File: src/rtl/df_pkg.sv
package df_pkg;
   typedef enum logic [2:0] {
      OP_ADD  = 3'd0,
      OP_SUB  = 3'd1,
      OP_AND  = 3'd2,
      OP_OR   = 3'd3,
      OP_WADV = 3'd4
   } df_op_e;
endpackage

File: src/rtl/df_alu.sv
module df_alu #(
   parameter int DATA_W = 32
) (
   input  logic [2:0]        op,
   input  logic [DATA_W-1:0] a,
   input  logic [DATA_W-1:0] b,
   output logic [DATA_W-1:0] y
);
   import df_pkg::*;

   always_comb begin
      unique case (op)
         OP_SUB:  y = a - b;
         OP_AND:  y = a & b;
         OP_OR:   y = a | b;
         default: y = a + b;
      endcase
   end
endmodule

File: src/rtl/df_match_table.sv
module df_match_table #(
   parameter  int ENTRIES = 4,
   parameter  int TAG_W   = 8,
   parameter  int DATA_W  = 32,
   localparam int IDX_W   = (ENTRIES > 1) ? $clog2(ENTRIES) : 1
) (
   input  logic              clk,
   input  logic              rst_n,
   input  logic [TAG_W-1:0]  lk_tag   [2],
   output logic              lk_hit   [2],
   output logic              lk_dup   [2],
   output logic [IDX_W-1:0]  lk_idx   [2],
   output logic [DATA_W-1:0] lk_other [2],
   output logic              free_ok,
   input  logic              upd_en,
   input  logic              upd_port,
   input  logic              upd_hit,
   input  logic [IDX_W-1:0]  upd_idx,
   input  logic [TAG_W-1:0]  upd_tag,
   input  logic [DATA_W-1:0] upd_data
);
   logic [1:0]        vld_q [ENTRIES];
   logic [TAG_W-1:0]  tag_q [ENTRIES];
   logic [DATA_W-1:0] dat_q [ENTRIES][2];
   logic [IDX_W-1:0]  free_idx;

   // one associative lookup per input channel
   for (genvar ch = 0; ch < 2; ch++) begin : g_look
      logic             hit;
      logic [IDX_W-1:0] idx;
      always_comb begin
         hit = 1'b0;
         idx = '0;
         for (int e = 0; e < ENTRIES; e++) begin
            if ((|vld_q[e]) && (tag_q[e] == lk_tag[ch])) begin
               hit = 1'b1;
               idx = IDX_W'(e);
            end
         end
      end
      assign lk_hit[ch]   = hit;
      assign lk_idx[ch]   = idx;
      assign lk_dup[ch]   = hit && vld_q[idx][ch];
      assign lk_other[ch] = dat_q[idx][1-ch];
   end

   // lowest empty entry wins
   always_comb begin
      free_ok  = 1'b0;
      free_idx = '0;
      for (int e = ENTRIES - 1; e >= 0; e--) begin
         if (vld_q[e] == 2'b00) begin
            free_ok  = 1'b1;
            free_idx = IDX_W'(e);
         end
      end
   end

   always_ff @(posedge clk or negedge rst_n) begin
      if (!rst_n) begin
         for (int e = 0; e < ENTRIES; e++) vld_q[e] <= 2'b00;
      end else if (upd_en) begin
         if (upd_hit) vld_q[upd_idx]           <= 2'b00;
         else         vld_q[free_idx][upd_port] <= 1'b1;
      end
   end

   always_ff @(posedge clk) begin
      if (upd_en && !upd_hit) begin
         tag_q[free_idx]           <= upd_tag;
         dat_q[free_idx][upd_port] <= upd_data;
      end
   end
endmodule

File: src/rtl/df_fanout.sv
module df_fanout #(
   parameter int NDEST  = 2,
   parameter int TAG_W  = 8,
   parameter int DATA_W = 32
) (
   input  logic              clk,
   input  logic              rst_n,
   input  logic              load,
   input  logic [NDEST-1:0]  ld_mask,
   input  logic [TAG_W-1:0]  ld_tag,
   input  logic [DATA_W-1:0] ld_data,
   input  logic [NDEST-1:0]  res_ready,
   output logic [NDEST-1:0]  res_valid,
   output logic [TAG_W-1:0]  res_tag,
   output logic [DATA_W-1:0] res_data,
   output logic              slot_free
);
   logic [NDEST-1:0] pend_q;

   for (genvar g = 0; g < NDEST; g++) begin : g_link
      always_ff @(posedge clk or negedge rst_n) begin
         if (!rst_n)            pend_q[g] <= 1'b0;
         else if (load)         pend_q[g] <= ld_mask[g];
         else if (res_ready[g]) pend_q[g] <= 1'b0;
      end
   end

   always_ff @(posedge clk) begin
      if (load) begin
         res_tag  <= ld_tag;
         res_data <= ld_data;
      end
   end

   assign res_valid = pend_q;
   assign slot_free = ~|(pend_q & ~res_ready);
endmodule

File: src/rtl/df_match_pe.sv
module df_match_pe #(
   parameter int ENTRIES = 4,
   parameter int NDEST   = 2,
   parameter int TAG_W   = 8,
   parameter int DATA_W  = 32
) (
   input  logic              clk,
   input  logic              rst_n,
   input  logic [2:0]        cfg_op,
   input  logic [NDEST-1:0]  cfg_dest,
   input  logic              opa_valid,
   output logic              opa_ready,
   input  logic [TAG_W-1:0]  opa_tag,
   input  logic [DATA_W-1:0] opa_data,
   input  logic              opb_valid,
   output logic              opb_ready,
   input  logic [TAG_W-1:0]  opb_tag,
   input  logic [DATA_W-1:0] opb_data,
   output logic [NDEST-1:0]  res_valid,
   input  logic [NDEST-1:0]  res_ready,
   output logic [TAG_W-1:0]  res_tag,
   output logic [DATA_W-1:0] res_data
);
   import df_pkg::*;
   localparam int IDX_W = (ENTRIES > 1) ? $clog2(ENTRIES) : 1;

   if (ENTRIES < 1) begin : g_bad_entries
      $error("df_match_pe: ENTRIES must be at least 1");
   end
   if (NDEST < 1) begin : g_bad_ndest
      $error("df_match_pe: NDEST must be at least 1");
   end
   if (TAG_W < 1 || DATA_W < 1) begin : g_bad_width
      $error("df_match_pe: TAG_W and DATA_W must be positive");
   end

   // static configuration, captured while reset is held
   logic [2:0]       op_q;
   logic [NDEST-1:0] dest_q;
   always_ff @(posedge clk) begin
      if (!rst_n) begin
         op_q   <= cfg_op;
         dest_q <= cfg_dest;
      end
   end
   logic wadv;
   assign wadv = (op_q == OP_WADV);

   logic [TAG_W-1:0]  lk_tag   [2];
   logic              lk_hit   [2];
   logic              lk_dup   [2];
   logic [IDX_W-1:0]  lk_idx   [2];
   logic [DATA_W-1:0] lk_other [2];
   logic              free_ok, slot_free;
   logic              can      [2];

   assign lk_tag[0] = opa_tag;
   assign lk_tag[1] = opb_tag;

   for (genvar c = 0; c < 2; c++) begin : g_can
      assign can[c] = wadv ? slot_free
                    : (lk_hit[c] ? (!lk_dup[c] && slot_free) : free_ok);
   end

   // channel A has priority; one token per cycle
   logic acc_a, acc_b, acc, sel, fire;
   assign opa_ready = can[0];
   assign opb_ready = can[1] && !(opa_valid && can[0]);
   assign acc_a     = opa_valid && opa_ready;
   assign acc_b     = opb_valid && opb_ready;
   assign acc       = acc_a || acc_b;
   assign sel       = !acc_a;

   logic [TAG_W-1:0]  s_tag;
   logic [DATA_W-1:0] s_data, opnd_l, opnd_r, alu_y;
   assign s_tag  = sel ? opb_tag  : opa_tag;
   assign s_data = sel ? opb_data : opa_data;
   assign opnd_l = sel ? lk_other[1] : opa_data;
   assign opnd_r = sel ? opb_data    : lk_other[0];
   assign fire   = acc && (wadv || lk_hit[sel]);

   df_alu #(.DATA_W(DATA_W)) u_alu (
      .op(op_q), .a(opnd_l), .b(opnd_r), .y(alu_y)
   );

   df_match_table #(.ENTRIES(ENTRIES), .TAG_W(TAG_W), .DATA_W(DATA_W)) u_tbl (
      .clk      (clk),
      .rst_n    (rst_n),
      .lk_tag   (lk_tag),
      .lk_hit   (lk_hit),
      .lk_dup   (lk_dup),
      .lk_idx   (lk_idx),
      .lk_other (lk_other),
      .free_ok  (free_ok),
      .upd_en   (acc && !wadv),
      .upd_port (sel),
      .upd_hit  (lk_hit[sel]),
      .upd_idx  (lk_idx[sel]),
      .upd_tag  (s_tag),
      .upd_data (s_data)
   );

   df_fanout #(.NDEST(NDEST), .TAG_W(TAG_W), .DATA_W(DATA_W)) u_out (
      .clk       (clk),
      .rst_n     (rst_n),
      .load      (fire),
      .ld_mask   (dest_q),
      .ld_tag    (wadv ? TAG_W'(s_tag + 1'b1) : s_tag),
      .ld_data   (wadv ? s_data : alu_y),
      .res_ready (res_ready),
      .res_valid (res_valid),
      .res_tag   (res_tag),
      .res_data  (res_data),
      .slot_free (slot_free)
   );
endmodule

File: config.mk
export PLATFORM = sky130hd
export DESIGN_NAME = df_match_pe
export DESIGN_NICKNAME = d
export VERILOG_FILES = /design/src/rtl/df_pkg.sv /design/src/rtl/df_alu.sv /design/src/rtl/df_match_table.sv /design/src/rtl/df_fanout.sv /design/src/rtl/df_match_pe.sv
export SDC_FILE = /design/constraint.sdc
export NUM_CORES = 1
export LEC_CHECK = 0
export BUFFER_PORTS_ARGS = -buffer_cell sky130_fd_sc_hd__buf_2
export CORE_UTILIZATION = 32
export DETAILED_ROUTE_END_ITERATION = 8
export GPL_ROUTABILITY_DRIVEN = 0
export PLACE_DENSITY = 0.59
export REMOVE_ABC_BUFFERS = 1
export SYNTH_ARGS = -nofsm -noshare
export SYNTH_HDL_FRONTEND = slang
export SYNTH_SLANG_ARGS = --single-unit
File: constraint.sdc
create_clock -name clk -period 9.9 [get_ports clk]
set_clock_uncertainty 0.05 [all_clocks]
set_input_delay 1.485 -clock clk [delete_from_list [all_inputs] [get_ports clk]]
set_output_delay 1.485 -clock clk [all_outputs]
set_load 0.005 [all_outputs]
==> results of run 1 <==
==> flip-flops by register name (all words and copies together), names as in the netlist <==
signal,cells
op_q,3
dest_q,2
u_out.res_tag,8
u_tbl.tag_q,32
u_tbl.vld_q,8
u_tbl.dat_q,256
u_out.res_valid,2
u_out.res_data,32
==> per-stage QoR <==
step                      instance area, sq um  hold slack (ns)  power (mW)  TNS (ns)  setup WS, ns
after floorplan                          17770           0.3760       4.168    -32.55       -0.2639
after global placement                   19740           0.3809       5.025         0         1.428
after detailed placement                 19740           0.3849       5.059         0         1.138
after CTS                                20960           0.4072       6.483         0         1.641
after global routing                     20960           0.4316       6.848         0         1.021
final                                    20960           0.4023       6.469         0         1.510
==> cells in the final DEF (no fill, tap or decap), drive strengths merged, types with 17 or more instances in the layout <==
cell    Yosys  final
edfxtp    333    333
clkinv      0     17
mux2i      73     73
mux2       19     19
a21oi     111    111
o21ai     111    111
nor3       27     27
buf        27    169
a21o       25     25
xnor2      73     73
a31oi      32     32
a211oi     45     45
inv        39     39
maj3       28     28
nand2     179    179
o21a       22     22
xor2       52     52
ha         35     35
clkbuf     61     50
nor2      130    130
==> kinds of logic (layout without fill, tap and decap cells) <==
kind of cell	after synthesis	count (layout)	synth area share, %
compound gates	401	401	13.49
xor+xnor	126	126	6.157
fa+ha+maj	64	64	4.068
buf+inv	127	277	2.855
flops	343	343	56.48
mux	92	92	5.247
other cells	0	1	0
simple gates	455	455	11.70
==> layout make-up <==
cell class                      instances  area share [%]
Multi-Input combinational cell       1138           35.67
Sequential cell                       343           48.90
Clock buffer                           50           5.104
Inverter                               39          0.6984
Antenna cell                            1         0.01194
Timing Repair Buffer                  169           4.453
Tap cell                              748           4.465
Clock inverter                         19          0.6984
==> per-layer routing <==
layer | wire length [um] | up-vias | track usage, %
met2 | 25640 | 515 | 31.29
li1 | - | 6208 | -
met3 | 3844 | 87 | 2.870
met5 | 11 | - | 0
met1 | 25190 | 6649 | 27.09
met4 | 1298 | 2 | 5.887
==> worst paths after layout <==
path | endpoint | depth (start not counted) | start
worst max-delay path | u_out.res_data[31]$_DFFE_PP_ | 27 | opa_tag[7]
worst min-delay path | u_out.res_valid[0]$_DFFE_PN0P_ | 1 | dest_q[0]$_DFFE_PN_
worst max register to register | u_out.res_data[31]$_DFFE_PP_ | 26 | u_tbl.vld_q[2]$_DFFE_PN0P_
worst min register to register | u_out.res_valid[0]$_DFFE_PN0P_ | 1 | dest_q[0]$_DFFE_PN_
max in group asynchronous | u_tbl.vld_q[7]$_DFFE_PN0P_ | 1 | rst_n
min in group asynchronous | u_out.res_valid[1]$_DFFE_PN0P_ | 1 | rst_n
==> power by group <==
| group | switching, mW | internal, mW |
|---|---|---|
| Combinational | 1.80 | 1.02 |
| Sequential | 0.111 | 2.15 |
| Clock | 0.583 | 0.814 |
==> worst max-delay path, stage by stage <==
cell and delay, ns:
buf_2 0.15, xor2_1 0.28, or3_1 0.22, nor3_4 0.05, buf_4 0.23, nor4_2 0.49
nand3_1 0.53, o21a_4 0.46, nand2_1 0.17, a21boi_0 0.36, ha_1 0.38, inv_1 0.09
or4b_1 0.59, o21ai_1 0.20, xor2_1 0.17, ha_1 0.31, a21o_1 0.19, a21o_1 0.18
a21oi_1 0.19, nor3b_1 0.08, a211oi_1 0.23, o31ai_1 0.21, a211oi_1 0.41, o21bai_1 0.13
a221oi_1 0.31, xnor3_1 0.45, a21oi_1 0.16
==> summary.txt, run 1 <==
Layout
  • Final Util: 37.75%
  • Register area: 10250 sq um
  • Multi-input gate area: 7476 sq um
  • Layout Cells excl Fill: 2507
  • Share of layout cells above drive strength 1: 15.76%
  • Area grow syn2layout: 15.51%
  • # nets final: 1856
  • # fillers: 5487

Hold path
  • Hold WC Path Type: register to register

Drt
  • DRC viols: 0
  • Vias/cell: 5.369
  • Iter 0 DRT Violations: 1348
  • DR vias: 13461
  • DR pass1 iterations: 6
  • Drt total wl: 55.98 mm
  • Routed wire per std cell: 22.33 um
  • Routed Antenna Nets: 0

Clocking
  • CTS clk-pin slew, worst paths: 0.06 ns
  • CTS Buffer Depth: 3
  • Post-CTS Setup Repair Bufs: 0
  • Hold buffer count at CTS: 0
  • TritonCTS clock tree: done
  • H-tree levels: 2
  • CTS root buffer: clkbuf_16
  • CTS Sinks: 343
  • Post_cts resized: 0
  • Num CTS Buffers: 38
  • Skew-Pair Late Insertion Delay: 0.56 ns

Global route
  • Largest net degree at the start of global routing: 43
  • Total Routing Usage GR: 19.50%
  • First-pass GRT wire length: 82.70 mm
  • Antenna violations before repair: 2
  • GR Overflow Total: 0
  • Number of global-route vias before repair: 13419

Floorplanning
  • Die area: 57660 sq um
  • FP Rows: 86
  • Die X: 240.1 um
  • Core Area: 55520 sq um
  • IO Count: 135
  • Initial Utilization: 32.68%
  • Die Ht: 240.1 um

Setup path
  • Critical path class: primary input to register
  • Crit-path max FO: 42
  • Setup slack, reg-to-reg: 2.17 ns
  • CP arrival: 8.73 ns
  • CP Launch Type: primary input
  • CP Capture Type: register
  • Critical Path RT: 10.24 ns

Placement
  • Cell total after placement: 2437
  • HPWL Detailed: 39.02 mm
  • Number of I/O port buffers: 134

Logic synthesis
  • Post-synth top flop: edfxtp_1
  • Synth top area cells: edfxtp_1 (55%), mux2i_1 (4.0%), nand2_1 (3.7%)
  • Ys async rst share: 2.915%
  • Yosys cell types: 76
  • Cell Area, Synth: 18150 sq um
  • Synth warn: 0
  • Mapped Cells: 1608
  • Post-synth top area share: 55.11%
  • Sequential area share after synthesis: 56.48%
  • Post-synth EDFFs: 333
  • Post-synth top cells: edfxtp_1 (333), nand2_1 (179), nor2_1 (130)
  • Seq cells post-synth: 343
  • Most common cell in the netlist: edfxtp_1
  • Cell taking the most area after synthesis: edfxtp_1
  • Avg Cell Area, Syn: 11.28 sq um

STA
  • Final hold vios: 0
  • Worst-margin pin slew: 1.060 ns
  • RSZ-0062 raised after global routing: no
  • Final setup viols: 0
  • F_max: 0.1192 GHz
  • Slew headroom: 28.75%
  • Minimum clock period: 8.390 ns
  • Max Slew Vio Count: 0
  • Crit share post-route: 84.75%

Run
  • Maxcap violations: 0

Status
  • Outcome: finished clean

Pwr
  • Leak: 7.917 nW
  • VDD IR-drop max: 0.1437 mV
  • Pwr Density: 308.6 nW/um^2
No activity file was read; power rests on OpenSTA's default activity.
==> inputs of run 2 (changes only) <==
--- a/config.mk
+++ b/config.mk
@@ -5,11 +5,12 @@
 export SDC_FILE = /design/constraint.sdc
 export NUM_CORES = 1
 export LEC_CHECK = 0
+export ABC_AREA = 1
 export BUFFER_PORTS_ARGS = -buffer_cell sky130_fd_sc_hd__buf_2
 export CORE_UTILIZATION = 32
 export DETAILED_ROUTE_END_ITERATION = 8
 export GPL_ROUTABILITY_DRIVEN = 0
-export PLACE_DENSITY = 0.59
+export PLACE_DENSITY = 0.6
 export REMOVE_ABC_BUFFERS = 1
 export SYNTH_ARGS = -nofsm -noshare
 export SYNTH_HDL_FRONTEND = slang
==> constraint.sdc (replaced) <==
create_clock -name clk -period 7.4 [get_ports clk]
set_clock_uncertainty 0.05 [all_clocks]
set_input_delay 1.11 -clock clk [delete_from_list [all_inputs] [get_ports clk]]
set_output_delay 1.11 -clock clk [all_outputs]
set_load 0.005 [all_outputs]
==> summary.txt, run 2 <==
STA
  • Final hold vios: 0
  • Slew headroom: 16.84%
  • Worst-margin pin slew: 1.234 ns
  • Final hold slack: 0.3729 ns
  • Crit share post-route: 89.37%
  • Final setup viols: 0
  • Final WS setup: 0.7864 ns
  • Max Slew Vio Count: 0
  • Minimum clock period: 6.614 ns
  • TNS Setup: 0 ns
  • F_max: 0.1512 GHz
  • RSZ-0062 raised after global routing: no

Layout
  • # fillers: 5980
  • Share of layout cells above drive strength 1: 12.49%
  • Most flop-heavy register: u_tbl.dat_q
  • Area grow syn2layout: 15.31%
  • Most frequent cells in the layout: nand2_1 (515), edfxtp_1 (333), inv_1 (257), nor2_1 (227), o21ai_0 (211)
  • Most common cell after layout, fill and taps aside: nand2_1
  • Fin area: 22290 sq um
  • Ant diodes: 0
  • Layout Cells excl Fill: 3158
  • Biggest regs: u_tbl.dat_q (256), u_out.res_data (32), u_tbl.tag_q (32)
  • # nets final: 2482
  • Max reg flops: 256
  • Final Util: 37.56%

Drt
  • Routed Antenna Nets: 0
  • DR vias: 16522
  • DRC viols: 7
  • DR pass1 iterations: 8
  • Iter 0 DRT Violations: 1578
  • Vias/cell: 5.232
  • Routed wire per std cell: 19.79 um
  • Drt total wl: 62.48 mm

Global route
  • Largest net degree at the start of global routing: 79
  • Antenna violations before repair: 0
  • Total Routing Usage GR: 20.32%
  • Number of global-route vias before repair: 15769
  • GR Overflow Total: 0
  • First-pass GRT wire length: 94.34 mm

Pwr
  • Combinational Power Share: 41.5%
  • Pwr Density: 362.6 nW/um^2
  • Net switching power: 3.241 mW
  • Sw frac: 40.10%
  • Total power draw: 8.083 mW
  • Leak: 9.294 nW
  • Internal: 4.842 mW
  • VDD IR-drop max: 0.1753 mV
  • Clk pwr share: 24.7%
  • Register share of total power: 33.8%

Floorplanning
  • Die Ht: 247.8 um
  • Initial Utilization: 32.57%
  • Core Area: 59350 sq um
  • FP Rows: 89
  • Die X: 247.8 um
  • Die area: 61400 sq um
  • IO Count: 135

Logic synthesis
  • Cell Area, Synth: 19330 sq um
  • Most common cell in the netlist: nand2_1
  • Sequential area share after synthesis: 53.02%
  • Post-synth top flop: edfxtp_1
  • Synth warn: 0
  • Seq cells post-synth: 343
  • Avg Cell Area, Syn: 8.680 sq um
  • Ys async rst share: 2.915%
  • Cell taking the most area after synthesis: edfxtp_1
  • Yosys cell types: 53
  • Post-synth top cells: nand2_1 (518), edfxtp_1 (333), inv_1 (258)
  • Synth top area cells: edfxtp_1 (52%), nand2_1 (10%), o21ai_0 (5.5%)
  • Post-synth top area share: 51.73%
  • Post-synth EDFFs: 333
  • Mapped Cells: 2227

Setup path
  • CP arrival: 6.88 ns
  • Largest stage delay on the critical path: 0.56 ns
  • Crit-path max FO: 14
  • CP max-delay cell: o21ai_0
  • CP Capture Type: register
  • Critical Path RT: 7.67 ns
  • CP Launch Type: primary input
  • Critical path class: primary input to register
  • Cell mode on critical path: nand2_1

Clocking
  • Skew-Pair Late Insertion Delay: 0.57 ns
  • Post-CTS Setup Repair Bufs: 0
  • H-tree levels: 2
  • CTS Sinks: 343
  • CTS clk-pin slew, worst paths: 0.06 ns
  • Num CTS Buffers: 39
  • CTS root buffer: clkbuf_16
  • TritonCTS clock tree: done
  • Post_cts resized: 0
  • Hold buffer count at CTS: 0
  • CTS Buffer Depth: 3

Status
  • Failing checks: DRC
  • Outcome: finished with violations

Placement
  • HPWL Detailed: 43.54 mm
  • DP Worst Slack: 0.4325 ns
  • Cell total after placement: 3087
  • Number of I/O port buffers: 134
  • Placement Cell Area: 20980 sq um

Run
  • Maxcap violations: 0

Hold path
  • Hold WC Path Type: primary input to async pin
-- run 2: final cells by class --
class	count	area (sq um)	area share, %
clock inverters	29	301.5	1.353
clock buffers	42	1008	4.524
repair buffers	179	1021	4.580
flip-flops and latches	343	10250	45.98
multi-input cells	1520	7721	34.64
inverters	272	1021	4.580
well taps	773	967.2	4.339
-- run 2: routing by layer --
layer	global-route usage, %	wire [um]
met1	26.78	26880
met2	33.86	29420
met3	2.995	4306
met4	7.055	1873
met5	0	0
-- run 2: worst max-delay path: cells and delay by family --
kind	cells	cell delay (ns)
buf+inv	3	0.37
fa+ha+maj	2	0.60
simple gates	26	2.61
compound gates	6	1.73
xor+xnor	2	0.45
-- run 2: cells by family (layout without fill, tap and decap cells) --
group                    count (synthesis)  after routing  share of synthesized area, %
flip-flops                             343            343                         53.02
XOR/XNOR                                51             51                         2.311
adder cells (fa/ha/maj)                 36             36                         2.369
buffers and inverters                  364            522                         7.385
AO/OA/AOI/OAI                          381            381                         11.00
AND/OR/NAND/NOR                       1052           1052                         23.91
-- run 2: worst paths after layout --
kind                                             start                        endpoint  slack (ns)  cells after the start
max                                         opa_tag[7]    u_out.res_data[26]$_DFFE_PP_        0.79                     39
min                                              rst_n      u_tbl.vld_q[5]$_DFFE_PN0P_        0.37                      1
max reg2reg                u_tbl.tag_q[3][6]$_DFFE_PP_    u_out.res_data[26]$_DFFE_PP_        1.01                     40
min reg2reg                 u_tbl.vld_q[2]$_DFFE_PN0P_      u_tbl.vld_q[2]$_DFFE_PN0P_        0.47                      2
max in group asynchronous                        rst_n  u_out.res_valid[0]$_DFFE_PN0P_        6.69                      1
min in group clk            u_tbl.vld_q[2]$_DFFE_PN0P_      u_tbl.vld_q[2]$_DFFE_PN0P_        0.47                      2
-- run 2: power groups by stage --
stage               clock (mW)  sequential, mW  combinational (mW)
floorplan                    0            2.75                2.20
global placement             0            2.76                3.26
detailed placement           0            2.77                3.30
CTS                       2.03            2.73                3.32
global route              2.10            2.75                3.73
finish                    2.00            2.73                3.35
